**src/rtl/vfTunerPkg.sv**
```systemverilog
package vfTunerPkg;
  typedef enum logic [2:0] {
    ST_IDLE, ST_DIRECT, ST_ENSENS, ST_CHECK, ST_SETTLE, ST_SAMPLE, ST_DECIDE, ST_FINISH
  } vfState_t;

  // strobes from control to datapath, one cycle each
  typedef struct packed {
    logic load;      // latch request
    logic direct;    // apply the safe, unsupervised move
    logic senOn;     // enable sensors
    logic senOff;    // disable sensors
    logic step;      // one LSB risky step, clears sticky flag
    logic capture;   // sampling window open
    logic restore;   // apply back-off margin
    logic setLimit;  // search ended at a limit
  } vfStrobe_t;
endpackage

```
**src/rtl/vfTunerCtl.sv**
```systemverilog
module vfTunerCtl
  import vfTunerPkg::*;
#(
  parameter int SW = 4,
  parameter int SAMPLE_CYC = 2
) (
  input  logic          clk,
  input  logic          rstN,
  input  logic          reqValid,
  input  logic          atLimit,
  input  logic          sticky,
  input  logic [SW-1:0] cfgSettle,
  output logic          reqReady,
  output logic          done,
  output vfStrobe_t     stb
);
  localparam int SCW  = $clog2(SAMPLE_CYC + 1);
  localparam int CNTW = (SW > SCW) ? SW : SCW;

  vfState_t state, nextState;
  logic [CNTW-1:0] cnt;

  always_comb begin
    nextState = state;
    stb       = '0;
    reqReady  = 1'b0;
    done      = 1'b0;
    unique case (state)
      ST_IDLE: begin
        reqReady = 1'b1;
        if (reqValid) begin
          stb.load  = 1'b1;
          nextState = ST_DIRECT;
        end
      end
      ST_DIRECT: begin
        stb.direct = 1'b1;
        nextState  = ST_ENSENS;
      end
      ST_ENSENS: begin
        stb.senOn = 1'b1;
        nextState = ST_CHECK;
      end
      ST_CHECK: begin
        if (atLimit) begin
          stb.setLimit = 1'b1;
          stb.senOff   = 1'b1;
          nextState    = ST_FINISH;
        end else begin
          stb.step  = 1'b1;
          nextState = ST_SETTLE;
        end
      end
      ST_SETTLE: if (cnt == '0) nextState = ST_SAMPLE;
      ST_SAMPLE: begin
        stb.capture = 1'b1;
        if (cnt == '0) nextState = ST_DECIDE;
      end
      ST_DECIDE: begin
        if (sticky) begin
          stb.restore = 1'b1;
          stb.senOff  = 1'b1;
          nextState   = ST_FINISH;
        end else begin
          nextState = ST_CHECK;
        end
      end
      ST_FINISH: begin
        done      = 1'b1;
        nextState = ST_IDLE;
      end
      default: nextState = ST_IDLE;
    endcase
  end

  always_ff @(posedge clk) begin
    if (!rstN) begin
      state <= ST_IDLE;
      cnt   <= '0;
    end else begin
      state <= nextState;
      if (stb.step)
        cnt <= CNTW'(cfgSettle);
      else if (state == ST_SETTLE && cnt == '0)
        cnt <= CNTW'(SAMPLE_CYC - 1);
      else if ((state == ST_SETTLE || state == ST_SAMPLE) && cnt != '0)
        cnt <= cnt - 1'b1;
    end
  end


  busy_after_accept_chk: assert property (@(posedge clk) disable iff (!rstN)
    (reqValid && reqReady) |=> !reqReady);

  ready_after_done_chk: assert property (@(posedge clk) disable iff (!rstN)
    done |=> (reqReady && !done));
endmodule

```
**src/rtl/vfTunerDp.sv**
```systemverilog
module vfTunerDp
  import vfTunerPkg::*;
#(
  parameter int VW = 8,
  parameter int FW = 8,
  parameter int NS = 4,
  parameter int RESET_V = 200,
  parameter int RESET_F = 100,
  parameter int CRIT_BASE = 64,
  parameter int CRIT_SHIFT = 1
) (
  input  logic          clk,
  input  logic          rstN,
  input  vfStrobe_t     stb,
  input  logic          reqBoost,
  input  logic [FW-1:0] reqFreq,
  input  logic [VW-1:0] cfgVMin,
  input  logic [VW-1:0] cfgVMax,
  input  logic [FW-1:0] cfgFMin,
  input  logic [FW-1:0] cfgFMax,
  input  logic [VW-1:0] cfgVMargin,
  input  logic [FW-1:0] cfgFMargin,
  input  logic [NS-1:0] sensorFlags,
  output logic          atLimit,
  output logic          sticky,
  output logic          sensorEn,
  output logic [VW-1:0] vMain,
  output logic [VW-1:0] vCrit,
  output logic [FW-1:0] freqCode,
  output logic          limitHit
);
  logic          boostMode;
  logic [FW-1:0] tgtFreq, tgtClamped;
  logic [VW:0]   vUpSum, critSum;
  logic [FW:0]   fFloor;
  logic [VW-1:0] vRestored;
  logic [FW-1:0] fRestored;

  always_comb begin
    if (reqFreq < cfgFMin)      tgtClamped = cfgFMin;
    else if (reqFreq > cfgFMax) tgtClamped = cfgFMax;
    else                        tgtClamped = reqFreq;

    vUpSum    = {1'b0, vMain} + {1'b0, cfgVMargin};
    vRestored = (vUpSum > {1'b0, cfgVMax}) ? cfgVMax : vUpSum[VW-1:0];

    fFloor    = {1'b0, cfgFMin} + {1'b0, cfgFMargin};
    fRestored = ({1'b0, freqCode} < fFloor) ? cfgFMin : freqCode - cfgFMargin;

    atLimit   = boostMode ? (freqCode >= tgtFreq) : (vMain <= cfgVMin);

    critSum   = (VW+1)'(CRIT_BASE) + (VW+1)'(freqCode >> CRIT_SHIFT);
    vCrit     = critSum[VW] ? {VW{1'b1}} : critSum[VW-1:0];
  end

  always_ff @(posedge clk) begin
    if (!rstN) begin
      boostMode <= 1'b0;
      tgtFreq   <= '0;
      vMain     <= VW'(RESET_V);
      freqCode  <= FW'(RESET_F);
      sensorEn  <= 1'b0;
      sticky    <= 1'b0;
      limitHit  <= 1'b0;
    end else begin
      if (stb.load) begin
        boostMode <= reqBoost;
        tgtFreq   <= tgtClamped;
        limitHit  <= 1'b0;
      end
      if (stb.direct) begin
        if (boostMode && vMain < cfgVMax)      vMain    <= cfgVMax;
        if (!boostMode && tgtFreq < freqCode)  freqCode <= tgtFreq;
      end
      if (stb.senOn)  sensorEn <= 1'b1;
      if (stb.senOff) sensorEn <= 1'b0;
      if (stb.step) begin
        sticky <= 1'b0;
        if (boostMode) freqCode <= freqCode + 1'b1;
        else           vMain    <= vMain - 1'b1;
      end else if (stb.capture && |sensorFlags) begin
        sticky <= 1'b1;
      end
      if (stb.restore) begin
        if (boostMode) freqCode <= fRestored;
        else           vMain    <= vRestored;
      end
      if (stb.setLimit) limitHit <= 1'b1;
    end
  end


  v_single_step_chk: assert property (@(posedge clk) disable iff (!rstN)
    (vMain < $past(vMain)) |-> (($past(vMain) == vMain + 1'b1) && $past(sensorEn)));

  f_single_step_chk: assert property (@(posedge clk) disable iff (!rstN)
    (freqCode > $past(freqCode)) |-> (($past(freqCode) + 1'b1 == freqCode) && $past(sensorEn)));

  sensors_armed_first_chk: assert property (@(posedge clk) disable iff (!rstN)
    $rose(sensorEn) |-> ($stable(vMain) && $stable(freqCode)));

  limit_only_at_edge_chk: assert property (@(posedge clk) disable iff (!rstN)
    $rose(limitHit) |-> ($stable(vMain) && $stable(freqCode)));
endmodule

```
**src/rtl/vfTuner.sv**
```systemverilog
module vfTuner
  import vfTunerPkg::*;
#(
  parameter int VW = 8,
  parameter int FW = 8,
  parameter int NS = 4,
  parameter int SW = 4,
  parameter int SAMPLE_CYC = 2,
  parameter int RESET_V = 200,
  parameter int RESET_F = 100,
  parameter int CRIT_BASE = 64,
  parameter int CRIT_SHIFT = 1
) (
  input  logic          clk,
  input  logic          rstN,
  input  logic          reqValid,
  output logic          reqReady,
  input  logic          reqBoost,
  input  logic [FW-1:0] reqFreq,
  input  logic [VW-1:0] cfgVMin,
  input  logic [VW-1:0] cfgVMax,
  input  logic [FW-1:0] cfgFMin,
  input  logic [FW-1:0] cfgFMax,
  input  logic [VW-1:0] cfgVMargin,
  input  logic [FW-1:0] cfgFMargin,
  input  logic [SW-1:0] cfgSettle,
  input  logic [NS-1:0] sensorFlags,
  output logic          sensorEn,
  output logic [VW-1:0] vMain,
  output logic [VW-1:0] vCrit,
  output logic [FW-1:0] freqCode,
  output logic          done,
  output logic          limitHit
);
  vfStrobe_t stb;
  logic atLimit, sticky;

  vfTunerCtl #(.SW(SW), .SAMPLE_CYC(SAMPLE_CYC)) ctl (
    .clk(clk), .rstN(rstN), .reqValid(reqValid), .atLimit(atLimit), .sticky(sticky),
    .cfgSettle(cfgSettle), .reqReady(reqReady), .done(done), .stb(stb)
  );

  vfTunerDp #(
    .VW(VW), .FW(FW), .NS(NS), .RESET_V(RESET_V), .RESET_F(RESET_F),
    .CRIT_BASE(CRIT_BASE), .CRIT_SHIFT(CRIT_SHIFT)
  ) dp (
    .clk(clk), .rstN(rstN), .stb(stb), .reqBoost(reqBoost), .reqFreq(reqFreq),
    .cfgVMin(cfgVMin), .cfgVMax(cfgVMax), .cfgFMin(cfgFMin), .cfgFMax(cfgFMax),
    .cfgVMargin(cfgVMargin), .cfgFMargin(cfgFMargin), .sensorFlags(sensorFlags),
    .atLimit(atLimit), .sticky(sticky), .sensorEn(sensorEn), .vMain(vMain),
    .vCrit(vCrit), .freqCode(freqCode), .limitHit(limitHit)
  );


  quiet_at_done_chk: assert property (@(posedge clk) disable iff (!rstN)
    done |-> !sensorEn);
endmodule

```
**config.mk**
```make
export PLATFORM = sky130hd
export DESIGN_NAME = vfTuner
export DESIGN_NICKNAME = d
export VERILOG_FILES = /design/src/rtl/vfTunerPkg.sv /design/src/rtl/vfTunerCtl.sv /design/src/rtl/vfTunerDp.sv /design/src/rtl/vfTuner.sv
export SDC_FILE = /design/constraint.sdc
export NUM_CORES = 1
export LEC_CHECK = 0
export BUFFER_PORTS_ARGS = -buffer_cell sky130_fd_sc_hd__buf_2
export CAP_MARGIN = 25
export CELL_PAD_IN_SITES_DETAIL_PLACEMENT = 2
export CELL_PAD_IN_SITES_GLOBAL_PLACEMENT = 2
export CORE_AREA = 5 5 129 131
export DETAILED_ROUTE_END_ITERATION = 10
export DIE_AREA = 0 0 134 136
export PLACE_DENSITY = 0.72
export SKIP_CTS_REPAIR_TIMING = 1
export SYNTH_ARGS = -nofsm -noshare
export SYNTH_HDL_FRONTEND = slang
export SYNTH_HIERARCHICAL = 1
export SYNTH_SLANG_ARGS = --single-unit
```
**constraint.sdc**
```tcl
create_clock -name clk -period 5.8 [get_ports clk]
set_input_delay 1.16 -clock clk [delete_from_list [all_inputs] [get_ports clk]]
set_output_delay 1.16 -clock clk [all_outputs]
set_load 0.005 [all_outputs]
```
### After elaboration in Yosys (flattened, before gate mapping)

Index checks and enable logic that the tools add are counted.

* register bits: 35

* mux-type cells: 43
* $lt $le $gt $ge: 8
* equal/unequal tests: 10
* bitwise logic cells: 1
* reduce and logical (&&, ||, !) cells: 16
* add/subtract/negate cells: 7

Operators with widths (number)
* 2-to-1 mux 8 bit: 17
* less-than comparator 8 bit: 3
* one-hot mux 3 bit (8 select lines): 1
* adder 8 x 8 -> 9 bit: 2
* 2-to-1 mux 1 bit: 16
* equality test 3 bit (second input constant): 4
* 2-to-1 mux 3 bit: 4
* 2-to-1 mux 4 bit: 3
* > comparator 9 x 8 -> 1 bit: 1
* less-than comparator 8 x 9 -> 1 bit: 1
* adder 7 x 7 -> 8 bit (first input constant): 1
* adder 8 x 1 -> 8 bit (second input constant): 1
* greater-or-equal comparator 8 bit: 1
* > comparator 8 bit: 1
* less-or-equal comparator 8 bit: 1
* subtractor 8 x 1 -> 8 bit (second input constant): 1
* subtractor 8 bit: 1
* equality test 3 x 2 -> 1 bit (second input constant): 2
* logical AND 1 bit: 5
* logical NOT 4 bit: 1
* inequality test 2 bit (second input constant): 2
* nonzero test 4 bit: 1
* OR reduction 2 bit: 2
* OR reduction 4 bit: 1
* other kinds (12): 12

### Depth between registers and ports, before layout

* depth after elaboration: 8
* gate-level depth with buffers: 17

### Cells and area by module

Netlist, hierarchy kept.

By module, submodules not included
* vfTunerDp: cells an instance 499, area an instance 3967.6 µm², instances 1
* vfTunerCtl: cells an instance 65, area an instance 506.7 µm², instances 1

### Worst setup path after synthesis

OpenSTA, ideal clock, no wires.

* path type: input to register
* from: input cfgVMargin[0]
* to: register dp.vMain[3]
* library setup time: 0.141 ns
* cell stages on the path: 14
* setup slack: 1.822 ns
* arrival time: 3.837 ns
* path buffers: 1
* data required time: 5.659 ns
* cell sequence: ha_1 > fa_1 > a211oi_1 > o21bai_1 > a21oi_1 > xnor2_1 > ha_1 > a2111oi_0 > o21ai_0 > a21oi_1 > o21ai_1 > buf_2 > mux2i_1 > a22oi_1

* word-level cells in the longest chain between the ends: 5

Ends and longest elaborated chain
* from (decl): RTL line vfTuner.sv:24 `input logic [VW-1:0] cfgVMargin,`
* adder 8 x 8 -> 9 bit *: RTL line vfTunerDp.sv:44 `vUpSum = {1'b0, vMain} + {1'b0, cfgVMargin};`
* > comparator 9 x 8 -> 1 bit: RTL line vfTunerDp.sv:45 `vRestored = (vUpSum > {1'b0, cfgVMax}) ? cfgVMax : vUpSum[VW-1:0];`
* 2-to-1 mux 8 bit *: RTL line vfTunerDp.sv:45
* 2-to-1 mux 8 bit *: RTL line vfTunerDp.sv:85 `if (boostMode) freqCode <= fRestored;`
* 2-to-1 mux 8 bit *: RTL line vfTunerDp.sv:84 `if (stb.restore) begin`
* to (signal assigned): RTL line vfTunerDp.sv:60 `vMain <= VW'(RESET_V);`
* to (signal assigned): RTL line vfTunerDp.sv:80 `else vMain <= vMain - 1'b1;`
* to (signal assigned): RTL line vfTunerDp.sv:86 `else vMain <= vRestored;`
* to (decl): RTL line vfTunerDp.sv:27 `output logic [VW-1:0] vMain,`

Mark *: on every way between the ends. The rest lies on a longest branch, timed or not.
A chain may end at the register's enable or synchronous reset.

### Final worst setup path

* from: input cfgVMargin[0]
* to: register dp.vMain[1]

The elaborated chain is that of the path after synthesis.

==> results.json <==
{
  "io_pins": 96,
  "synth_compound_area_share_pct": 24.5,
  "synth_flop_cell": "dfxtp_1",
  "core_area_um2": 15500,
  "viasPerCell": 5.45,
  "synth_xor_area_share_pct": 3.52,
  "holdCritStartpoint": "dp/tgtFreq[0]",
  "crit_fanout": 11,
  "swShare_pct": 37.5,
  "critical_path_class": "input pin to flop",
  "outcome": "finished clean",
  "chipHeight_um": 136,
  "rsz0062_at_grt": "false",
  "setup_viol": 0,
  "final_core_util_pct": 33.9,
  "finalMaxSlewViolations": 0,
  "r2r_end": "dp/vMain[5]",
  "fillCellCount": 1838,
  "critPathArrivalTime_ps": 4600,
  "ir_drop_mv": 0.0953,
  "dieArea_um2": 18200,
  "drtAntennaViolNets": 0,
  "power.switching_mw": 0.401,
  "overflow": 0,
  "yosys_warnings": 6,
  "clkLatencyLatePin_ps": 290,
  "internal_power_mw": 0.668,
  "seq_power_share_pct": 28.6,
  "period_share_pct": 75.7,
  "cp_slowest_cell": "fa_1",
  "grt_first_pass_wirelength_um": 25800,
  "hold_viol": 0,
  "synth.area.mux_share_pct": 6.35,
  "whs_endpoint": "dp/tgtFreq[0]",
  "drcViolationCount": 0,
  "final_common_cell": "buf_2",
  "antenna_found_initial": 0,
  "nets": 796,
  "synth_top_family_by_area": "compound AO/OA/AOI/OAI gates",
  "hp-class": "flop to flop",
  "gp_congestion": 0.814,
  "instances_no_fill": 839,
  "dp_hpwl_um": 13300,
  "tightest_slew_ps": 946,
  "p_total_mw": 1.07,
  "grt_start_max_net_pins": 20,
  "drive_above_1_share_pct": 18.5,
  "fmax_mhz": 228,
  "power_frac_comb_pct": 41.5,
  "drt_iter0_drc": 124,
  "worstPathCellList": "buf_2, ha_1, fa_1, a211oi_1, o21bai_1, a21oi_1, xnor2_1, ha_1, a2111oi_0, o21ai_0, a21oi_1, o21ai_1, mux2i_1, a211oi_1",
  "fin_hold_ws_ps": 509,
  "antenna-diode-count": 0,
  "cts-root-buf": "clkbuf_16",
  "num_vias": 4576,
  "die_x_um": 134,
  "placed_cells": 831,
  "clkPwrFrac_pct": 29.9,
  "crit_buf_inv": 1,
  "synthAdderAreaFrac_pct": 23.4,
  "wire_per_inst_um": 18.7,
  "p_per_area_nw_per_um2": 204,
  "ys_seq_area_share_pct": 15.7,
  "dr.pass1.iters": 4,
  "async_flop_share_pct": 0,
  "rrSetupSlack_ps": 1790,
  "cts_buffers": 5,
  "fin_skew_ps": 4.66,
  "finalSetupTns_ps": 0,
  "clkSinkCount": 35,
  "path_delay_family": "compound AO/OA/AOI/OAI gates",
  "area_growth_pct": 17.2,
  "yosys.cell_types.count": 65,
  "wirelength_um": 15700,
  "final_cell_mix": "buf_2, ha_1, inv_1, a21oi_1, dfxtp_1",
  "r2r_cells": 13,
  "crit_path_max_incr_delay_ps": 440,
  "initial_core_util_pct": 28.9,
  "grt.total_usage_pct": 17.4,
  "reg2reg_from": "dp/freqCode[7]",
  "htree_levels": 2,
  "synth_cells": 564,
  "synth_seq_cells": 35,
  "synthSimpleGateAreaFrac_pct": 18.9,
  "min_path_cells": 2,
  "maxCapViolations": 0,
  "clkSlewWorstSetupHoldPaths_ps": 60,
  "num_rows": 46,
  "p_leak_nw": 2.51,
  "slew_headroom_pct": 36.5,
  "cts_tree": "yes",
  "netlist_area_um2": 4470,
  "period_needed_ps": 4390,
  "critPathCaptureType": "flop",
  "crit_required_ps": 6010,
  "grt_pass1_vias": 5125,
  "clock_path_buffers": 2,
  "syn-num-nets": 714,
  "synth-edff-count": 0,
  "syn_avg_cell_area_um2": 7.93,
  "io_buffers": 95,
  "startpoint_type": "input pin"
}
routing by layer:
| metal | wire [µm] | part of all wire, % | global-route usage, % |
|---|---|---|---|
| met1 | 7390 | 47 | 22.2 |
| met2 | 7520 | 48 | 30.4 |
| met3 | 415 | 2.7 | 2.44 |
| met4 | 323 | 2.1 | 4.97 |
| met5 | 0 | 0 | 0 |
logic make-up after synthesis:
| family | count (synthesis) |
|---|---|
| AO/OA/AOI/OAI | 164 |
| AND/OR/NAND/NOR | 156 |
| adder cells (fa/ha/maj) | 82 |
| buffers and inverters | 81 |
| flip-flops | 35 |
| multiplexers | 28 |
| XOR/XNOR | 18 |
Yosys cell counts, types with 4 or more instances:
master      n  area (µm²)
and2_1      4        25.0
a21o_1      9        67.6
ha_1       79         988
o22ai_1     8        50.1
a21oi_1    37         185
o221ai_1   14         123
o21a_1     11        82.6
buf_4       7        52.6
o2111ai_1   5        43.8
mux2i_1    25         250
o21ai_0    28         140
xor2_1      6        52.6
xnor2_1    12         105
inv_1      61         229
buf_2       5        25.0
nor3b_1     6        45.0
clkbuf_1    4        15.0
nand3_1    16        80.1
a211oi_1    5        37.5
dfxtp_1    35         701
o21bai_1    5        37.5
nor3_1     14        70.1
nor2_1     26        97.6
nand2b_1    8        50.1
a31oi_1     5        31.3
nor2b_1    14        87.6
nand4_1    12        75.1
nand2_1    33         124
o21ai_1     6        30.0
o211ai_1    8        60.1
power by group through the flow:
stage	clock, mW	combinational [mW]	sequential (mW)
after floorplan	0	0.323	0.290
after global placement	0	0.423	0.310
after detailed placement	0	0.448	0.312
after CTS	0.332	0.452	0.307
after global routing	0.337	0.501	0.311
final	0.320	0.443	0.306
worst reg2reg max path: stages, from the launching register on:
cell	delay, ps
dfxtp_1	570
inv_1	170
ha_1	360
nand4_1	140
a21oi_1	460
o221ai_1	220
o31a_1	180
and4bb_2	530
nor2b_1	510
and2_1	290
a211oi_1	100
a31oi_1	160
o2111ai_1	130
nand3_1	130
through the flow:
step | area, µm² | setup slack [ps]
after floorplan | 4470 | 1820
after global placement | 5070 | 1310
after detailed placement | 5070 | 1110
after CTS | 5240 | 1390
after global routing | 5240 | 1160
final | 5240 | 1410
flip-flops by register name, summed over array words and instances (netlist names):
signal,flops
dp/sensorEn,1
dp/freqCode,8
dp/tgtFreq,8
dp/limitHit,1
dp/boostMode,1
dp/sticky,1
dp/vMain,8
ctl/cnt,4
ctl/state,3
final cells by class:
type	count	area (µm²)	area share [%]
multi-input combinational	448	3430	65.4
sequential	35	701	13.4
timing repair buffer	95	475	9.07
tap	192	240	4.58
inverter	61	229	4.37
clock buffer	5	125	2.39
clock inverter	3	43.8	0.835
how the worst max path moves through the flow:
| stage | from | to | cells past startpoint |
|---|---|---|---|
| finish | cfgVMargin[0] | dp/vMain[1] | 14 |
| global route | cfgVMargin[0] | dp/vMain[1] | 14 |
| global placement | cfgVMargin[0] | dp/vMain[1] | 14 |
| floorplan | cfgVMargin[0] | dp/vMain[3] | 14 |
| detailed placement | cfgVMargin[0] | dp/vMain[1] | 14 |
| CTS | cfgVMargin[0] | dp/vMain[1] | 14 |
Note: power is estimated with default switching activity, not from simulation.
